### config.mk
export PLATFORM = sky130hd
export DESIGN_NAME = modem_ctl
export DESIGN_NICKNAME = d
export VERILOG_FILES = /design/src/rtl/mdm_pkg.sv /design/src/rtl/mdm_rst_sync.sv /design/src/rtl/mdm_in_sync.sv /design/src/rtl/mdm_status.sv /design/src/rtl/modem_ctl.sv
export SDC_FILE = /design/constraint.sdc
export NUM_CORES = 1
export LEC_CHECK = 0
export ABC_CLOCK_PERIOD_IN_PS = 2600
export BUFFER_PORTS_ARGS = -buffer_cell sky130_fd_sc_hd__buf_4
export CAP_MARGIN = 20
export CORE_UTILIZATION = 55
export DETAILED_ROUTE_END_ITERATION = 10
export GPL_TIMING_DRIVEN = 0
export PLACE_DENSITY = 0.79
export SYNTH_ARGS = -nofsm -noshare
export SYNTH_HDL_FRONTEND = slang
export SYNTH_HIERARCHICAL = 1
export SYNTH_SLANG_ARGS = --single-unit
### constraint.sdc
create_clock -name clk -period 2.6 [get_ports clk]
set_input_delay 0.52 -clock clk [delete_from_list [all_inputs] [get_ports clk]]
set_output_delay 0.52 -clock clk [all_outputs]
set_load 0.01 [all_outputs]
### src/rtl/mdm_pkg.sv
package mdm_pkg;
  localparam int ADDR_W  = 2;
  localparam int DATA_W  = 8;
  localparam int NLINES  = 4;

  localparam logic [ADDR_W-1:0] A_CTRL = 2'd0;
  localparam logic [ADDR_W-1:0] A_STAT = 2'd1;
  localparam logic [ADDR_W-1:0] A_IEN  = 2'd2;

  // line order inside status nibbles
  localparam int L_CTS = 0;
  localparam int L_DSR = 1;
  localparam int L_RI  = 2;
  localparam int L_CD  = 3;

  // control bit positions
  localparam int C_DTR  = 0;
  localparam int C_RTS  = 1;
  localparam int C_AUX  = 3;
  localparam int C_ACTS = 5;
  localparam logic [DATA_W-1:0] CTRL_RST = 8'h08;
endpackage

### src/rtl/mdm_rst_sync.sv
module mdm_rst_sync #(
  parameter int STAGES = 2
) (
  input  logic clk,
  input  logic rst_n,
  output logic rst_s_n
);
  logic [STAGES-1:0] chain_q;

  always_ff @(posedge clk or negedge rst_n) begin
    if (!rst_n) chain_q <= '0;
    else        chain_q <= {chain_q[STAGES-2:0], 1'b1};
  end

  assign rst_s_n = chain_q[STAGES-1];
endmodule

### src/rtl/mdm_in_sync.sv
module mdm_in_sync #(
  parameter int STAGES = 2,
  parameter int WIDTH  = 4
) (
  input  logic             clk,
  input  logic             rst_s_n,
  input  logic [WIDTH-1:0] pin_n,
  output logic [WIDTH-1:0] sync_n
);
  logic [WIDTH-1:0] stage_q [STAGES];

  genvar g;
  generate
    for (g = 0; g < STAGES; g++) begin : g_stage
      logic [WIDTH-1:0] d;
      if (g == 0) begin : g_first
        assign d = pin_n;
      end else begin : g_rest
        assign d = stage_q[g-1];
      end
      always_ff @(posedge clk or negedge rst_s_n) begin
        if (!rst_s_n) stage_q[g] <= '1;
        else          stage_q[g] <= d;
      end
    end
  endgenerate

  assign sync_n = stage_q[STAGES-1];
endmodule

### src/rtl/mdm_status.sv
module mdm_status
  import mdm_pkg::*;
(
  input  logic              clk,
  input  logic              rst_s_n,
  input  logic [NLINES-1:0] lvl,
  input  logic              clr,
  output logic [NLINES-1:0] delta
);
  logic [NLINES-1:0] prev_q, delta_q, delta_d, hit;

  genvar g;
  generate
    for (g = 0; g < NLINES; g++) begin : g_line
      if (g == L_RI) begin : g_trail
        assign hit[g] = prev_q[g] & ~lvl[g];
      end else begin : g_any
        assign hit[g] = prev_q[g] ^ lvl[g];
      end
    end
  endgenerate

  always_comb begin
    delta_d = (clr ? '0 : delta_q) | hit;
  end

  always_ff @(posedge clk or negedge rst_s_n) begin
    if (!rst_s_n) begin
      prev_q  <= '0;
      delta_q <= '0;
    end else begin
      prev_q  <= lvl;
      delta_q <= delta_d;
    end
  end

  assign delta = delta_q;

  // a clear-to-send edge leaves its flag set
  p_cts_flag_r5: assert property (@(posedge clk) disable iff (!rst_s_n)
    (lvl[L_CTS] != prev_q[L_CTS]) |=> delta_q[L_CTS]);
  // ring going active never creates a flag
  p_ri_lead_r6: assert property (@(posedge clk) disable iff (!rst_s_n)
    (lvl[L_RI] && !prev_q[L_RI] && !clr) |=> (delta_q[L_RI] == $past(delta_q[L_RI])));
  // a quiet read leaves no flag behind
  p_read_clear_r7: assert property (@(posedge clk) disable iff (!rst_s_n)
    (clr && lvl == prev_q) |=> (delta_q == '0));
endmodule

### src/rtl/modem_ctl.sv
module modem_ctl
  import mdm_pkg::*;
#(
  parameter int SYNC_STAGES = 2,
  parameter int RST_STAGES  = 2
) (
  input  logic              clk,
  input  logic              rst_n,
  input  logic              wr_en,
  input  logic              rd_en,
  input  logic [ADDR_W-1:0] addr,
  input  logic [DATA_W-1:0] wdata,
  output logic [DATA_W-1:0] rdata,
  input  logic              cts_n,
  input  logic              dsr_n,
  input  logic              ri_n,
  input  logic              cd_n,
  output logic              dtr_n,
  output logic              rts_n,
  output logic              aux_n,
  output logic              irq,
  input  logic              tx_pending,
  input  logic              tx_idle,
  output logic              tx_launch
);
  logic              rst_s_n;
  logic [NLINES-1:0] pins_n, sync_n, lvl, delta;
  logic [DATA_W-1:0] ctrl_q, ctrl_d, ien_q, ien_d;
  logic              ctrl_we, ien_we, stat_rd, cts_ok;

  mdm_rst_sync #(.STAGES(RST_STAGES)) u_rst (
    .clk(clk), .rst_n(rst_n), .rst_s_n(rst_s_n));

  assign pins_n = {cd_n, ri_n, dsr_n, cts_n};

  mdm_in_sync #(.STAGES(SYNC_STAGES), .WIDTH(NLINES)) u_sync (
    .clk(clk), .rst_s_n(rst_s_n), .pin_n(pins_n), .sync_n(sync_n));

  assign lvl = ~sync_n;

  assign stat_rd = rd_en && (addr == A_STAT);

  mdm_status u_stat (
    .clk(clk), .rst_s_n(rst_s_n), .lvl(lvl), .clr(stat_rd), .delta(delta));

  // register writes: explicit enables
  assign ctrl_we = wr_en && (addr == A_CTRL);
  assign ien_we  = wr_en && (addr == A_IEN);

  always_comb begin
    ctrl_d = ctrl_we ? wdata : ctrl_q;
    ien_d  = ien_we  ? wdata : ien_q;
  end

  always_ff @(posedge clk or negedge rst_s_n) begin
    if (!rst_s_n) begin
      ctrl_q <= CTRL_RST;
      ien_q  <= '0;
    end else begin
      ctrl_q <= ctrl_d;
      ien_q  <= ien_d;
    end
  end

  always_comb begin
    unique case (addr)
      A_CTRL:  rdata = ctrl_q;
      A_STAT:  rdata = {lvl, delta};
      A_IEN:   rdata = ien_q;
      default: rdata = '0;
    endcase
  end

  assign dtr_n = ~ctrl_q[C_DTR];
  assign rts_n = ~ctrl_q[C_RTS];
  assign aux_n = ~ctrl_q[C_AUX];
  assign irq   = ien_q[0] && (delta != '0);

  assign cts_ok    = !ctrl_q[C_ACTS] || lvl[L_CTS];
  assign tx_launch = tx_pending && tx_idle && cts_ok;

  // a control write lands on dtr_n one edge later
  p_dtr_write_r1: assert property (@(posedge clk) disable iff (!rst_s_n)
    ctrl_we |=> (dtr_n == !$past(wdata[C_DTR])));
  // same for rts_n
  p_rts_write_r2: assert property (@(posedge clk) disable iff (!rst_s_n)
    ctrl_we |=> (rts_n == !$past(wdata[C_RTS])));
  // no launch while flow control holds the line
  p_cts_gate_r9: assert property (@(posedge clk) disable iff (!rst_s_n)
    (ctrl_q[C_ACTS] && sync_n[L_CTS]) |-> !tx_launch);
  // interrupt never raised with no pending flag
  p_irq_src_r8: assert property (@(posedge clk) disable iff (!rst_s_n)
    irq |-> (delta != '0));
endmodule

# ---- Word-level counts from Yosys, hierarchy flattened
# Index checks and enable logic that the tools add are counted.
dict set report op_classes {
  eq_ne 2
  mux 2
  bitwise_logic 10
  reduce_logical 10
}
# cell n
set ops {}
lappend ops {{one-hot mux 8 bit (3 select lines)} 1}
lappend ops {{logical AND 1 bit} 6}
lappend ops {{2-to-1 mux 4 bit} 1}
lappend ops {{NOT 1 bit} 4}
lappend ops {{NOT 4 bit} 1}
lappend ops {{bitwise OR 4 bit} 1}
lappend ops {{nonzero test 4 bit} 1}
lappend ops {{XOR 1 bit} 3}
lappend ops {{== test 2 x 1 -> 1 bit (second input constant)} 1}
lappend ops {{== test 2 bit (second input constant)} 1}
lappend ops {{zero test 2 bit} 1}
lappend ops {{AND 1 bit} 1}
lappend ops {{zero test 1 bit} 1}
lappend ops {{logical OR 1 bit} 1}
dict set report word_totals {
  regBits 34
  input_bits 20
  output_inout_bits 13
  wordCells 31
}

# ---- Depth between registers and ports, before layout
dict set report logic_depth {
  depth_word 4
  mapped_depth 4
  mapped_depth_nobuf 3
}

# ---- Modules after synthesis
# Netlist, hierarchy kept.
# mod n_inst cells_each area_per_inst_um2 seq_area_each_um2
set modules_own_cells {}
lappend modules_own_cells {modem_ctl 1 65 832.0 401.6}
lappend modules_own_cells {mdm_status 1 20 266.5 200.2}
lappend modules_own_cells {mdm_in_sync 1 8 210.2 210.2}
lappend modules_own_cells {mdm_rst_sync 1 3 53.8 50.0}

# ---- Least setup slack after synthesis
# OpenSTA, ideal clock, no wires.
dict set report synth_path {
  kind {input -> output}
  from {input port addr[1]}
  to {output port rdata[4]}
  t_arrival_ns 1.113
  required_ns 2.080
  slack_ns 0.967
  cell_stages 3
  n_path_buf 1
  path_cell_list {buf_4 > nand2b_1 > o22ai_1}
}
dict set report synth_via {
  elab_chain_cells 2
  word_cells_on_any_way 4
  classes_between {eq/ne: 2; mux: 1; reduce/logical: 1}
}
# item line_no
set synth_rtl {}
lappend synth_rtl {{start: declaration} modem_ctl.sv:11} ;# input logic [ADDR_W-1:0] addr,
lappend synth_rtl {{== test 2 bit, or another cell as far along} modem_ctl.sv:66} ;# unique case (addr)
lappend synth_rtl {{one-hot mux 8 bit (3 select lines) *} modem_ctl.sv:66}
lappend synth_rtl {{end: declaration} modem_ctl.sv:13} ;# output logic [DATA_W-1:0] rdata,
# Mark *: on every way between the ends. The rest lies on a longest branch, timed or not.

# ---- Final worst setup path
dict set report layout_path {
  from {input port addr[0]}
  to {output port rdata[0]}
}
# Same word-level chain as after synthesis.

==> flow_summary.toml <==
[outcome]
status = "complete, no violations"

[floorplan]
core-area_um2 = 2280
ios = 33
die_y_um = 51.8
placementRows = 17
start_util_pct = 59.9
die-area_um2 = 2680
dieWidth_um = 51.8

[yosys]
synth-edff-count = 0
synthCells = 96
synth_flop_cell = "dfrtp_1"
seq_area_frac_synth_pct = 63.3
yosys_warnings = 6
synth_nets = 116
synth_area_per_cell_um2 = 14.2
ys_types = 20
synthArstFlopShare_pct = 100
synth_seq_cells = 34
syn-cell-area_um2 = 1360

[clock_tree]
cts.repair.resized = 0
worstSkewPairLatency_ns = 0.34
cts_sinks = 34
cts.path.max_buffers = 2
post-cts-setup-buffers = 0
htreeDepth = 2
cts_buffers = 5
cts_root_buf = "clkbuf_4"
cts_tree = "yes"
clk_pin_slew_worst_paths_ns = 0.09
holdBufCountCts = 1

[min_path]
hp-class = "flip-flop to async pin"

[detailed_routing]
vias = 864
drc = 0
initialDrtViolationCount = 3
ant_nets = 0
wire_per_inst_um = 14.7
totalWireLength_um = 2440
drtPass1Iterations = 4
vias_per_cell = 5.20

[grt]
overflow = 0
globalRouteTotalUtil_pct = 22.2
grt_pass1_wl_um = 4020
first_global_vias = 899
grt_max_degree = 19
antenna_found_initial = 0

[power_and_ir_drop]
p_seq_share_pct = 55.4
swShare_pct = 25.2
p_clk_share_pct = 25.5
design_power_total_uw = 1150
ir_drop_uv = 457
p_int_uw = 863
power_switching_uw = 291
comb_power_share_pct = 19.1
p_leak_uw = 0.000834
power.density_nw_per_um2 = 666

[worst_setup_path]
cp-end-kind = "primary output"
r2r_setup_slack_ns = 1.62
crit_type = "input pin to primary output"
crit_top_cell = "buf_4"
crit_chain = "buf_4 > buf_2 > nor2b_2 > o2bb2ai_1 > buf_4"
critPathMaxStageDelay_ns = 0.28
arrival_ns = 1.41
start_kind = "input pin"
cp.required_ns = 2.08
cpMaxStageDelayCell = "nor2b_2"
crit_fanout = 10

[sta]
timing.max_slew.rel_slack_pct = 56.1
rsz0062_at_grt = "false"
setup_viol = 0
min_period_ns = 1.93
tightestPinTransition_ns = 0.658
hold_viol = 0
holdWs_ns = 0.276
fin_crit_sh_pct = 74.1
final_max_slew_viol_count = 0
finClkSkew_ns = 0.0166
timing.setup.tns_ns = 0
fmax_mhz = 519

[place]
gp_congestion = 0.716
placed_cells = 157
hpwl_um = 1790
io_buffers = 32
placedInstanceArea_um2 = 1670

[finish]
layout-drive-gt1-share_pct = 50.0
fin_area_um2 = 1730
final_common_cell = "buf_4"
area_growth_pct = 27.3
instances_no_fill = 166
layout_common_cells = "33 x buf_4, 25 x dfrtp_1, 16 x mux2_2, 12 x inv_1, 9 x dfstp_2"
diodes = 0
fin_nets = 157

[job]
drv_cap = 0
==> Yosys cell counts (3+ instances only) <==
| master | instances | share of area, % |
|---|---|---|
| dfrtp_1 | 25 | 46 |
| o21ai_1 | 3 | 1.1 |
| o22ai_1 | 5 | 2.3 |
| dfstp_2 | 9 | 17 |
| mux2_2 | 16 | 13 |
| inv_1 | 12 | 3.3 |
| xnor2_1 | 3 | 1.9 |
| mux2i_1 | 8 | 5.9 |
| o2bb2ai_1 | 4 | 2.6 |
==> metal layers <==
layer / wire length, um / global-route usage (%) / up-vias
met2: 1240 / 38.5 / 28
met3: 134 / 6.14 / 6
met4: 46 / 12.2 / 0
li1: - / - / 412
met5: 0 / 0 / -
met1: 1020 / 24.5 / 418
==> state kept, by name, indices dropped and copies added (netlist names) <==
name	cells
u_sync/sync_n	4
u_sync/g_stage.d	4
u_rst/chain_q	2
u_stat/prev_q	4
u_stat/delta	4
ien_q	8
ctrl_q	8
==> cell type report <==
cell class                 count  area (um^2)
sequential                    34          862
fill                         156          542
multi-input combinational     48          443
timing repair buffer          34          278
clock buffer                   8         58.8
inverter                      12         45.0
tap                           28         35.0
buffer                         2         12.5
==> cells by family after synthesis <==
kind of cell,share of synthesized area (%)
DFF,63.3
buffers and inverters,4.22
xor gates and xnor gates,1.93
AOI/OAI and AO/OA,7.16
muxes,19.1
and+or+nand+nor,4.04
other,0.275
==> metrics by stage <==
step / worst slack, ns / util (%)
after global placement: 0.697 / 72.0
after floorplan: 0.967 / -
after detailed placement: 0.656 / 73.2
after global routing: 0.611 / 76.2
after CTS: 0.655 / 76.2
final: 0.673 / 76.2
==> path summary, 6_finish.rpt <==
kind,from,to,depth (start not counted)
max,addr[0],rdata[0],5
min,u_rst/chain_q[1],ctrl_q[0],0
max reg2reg,u_sync/sync_n[1],u_stat/delta[1],3
min reg2reg,u_rst/chain_q[1],ctrl_q[0],0
max in group asynchronous,u_rst/chain_q[1],u_sync/g_stage[1].d[2],1
min in group clk,cd_n,u_sync/g_stage[1].d[3],1
==> worst max-delay path: cells and delay by family <==
family	cells	cell delay (ns)
AO/OA/AOI/OAI	1	0.15
AND/OR/NAND/NOR	1	0.28
buffers and inverters	3	0.46
==> power by group through the flow <==
stage	clock, uW	combinational (uW)	sequential [uW]
2_1_floorplan	0	122	640
3_3_place_gp	0	204	649
3_5_place_dp	0	221	650
4_1_cts	306	223	640
5_1_grt	326	242	648
6_report	294	220	640
Power figures use the tool's default switching activity.
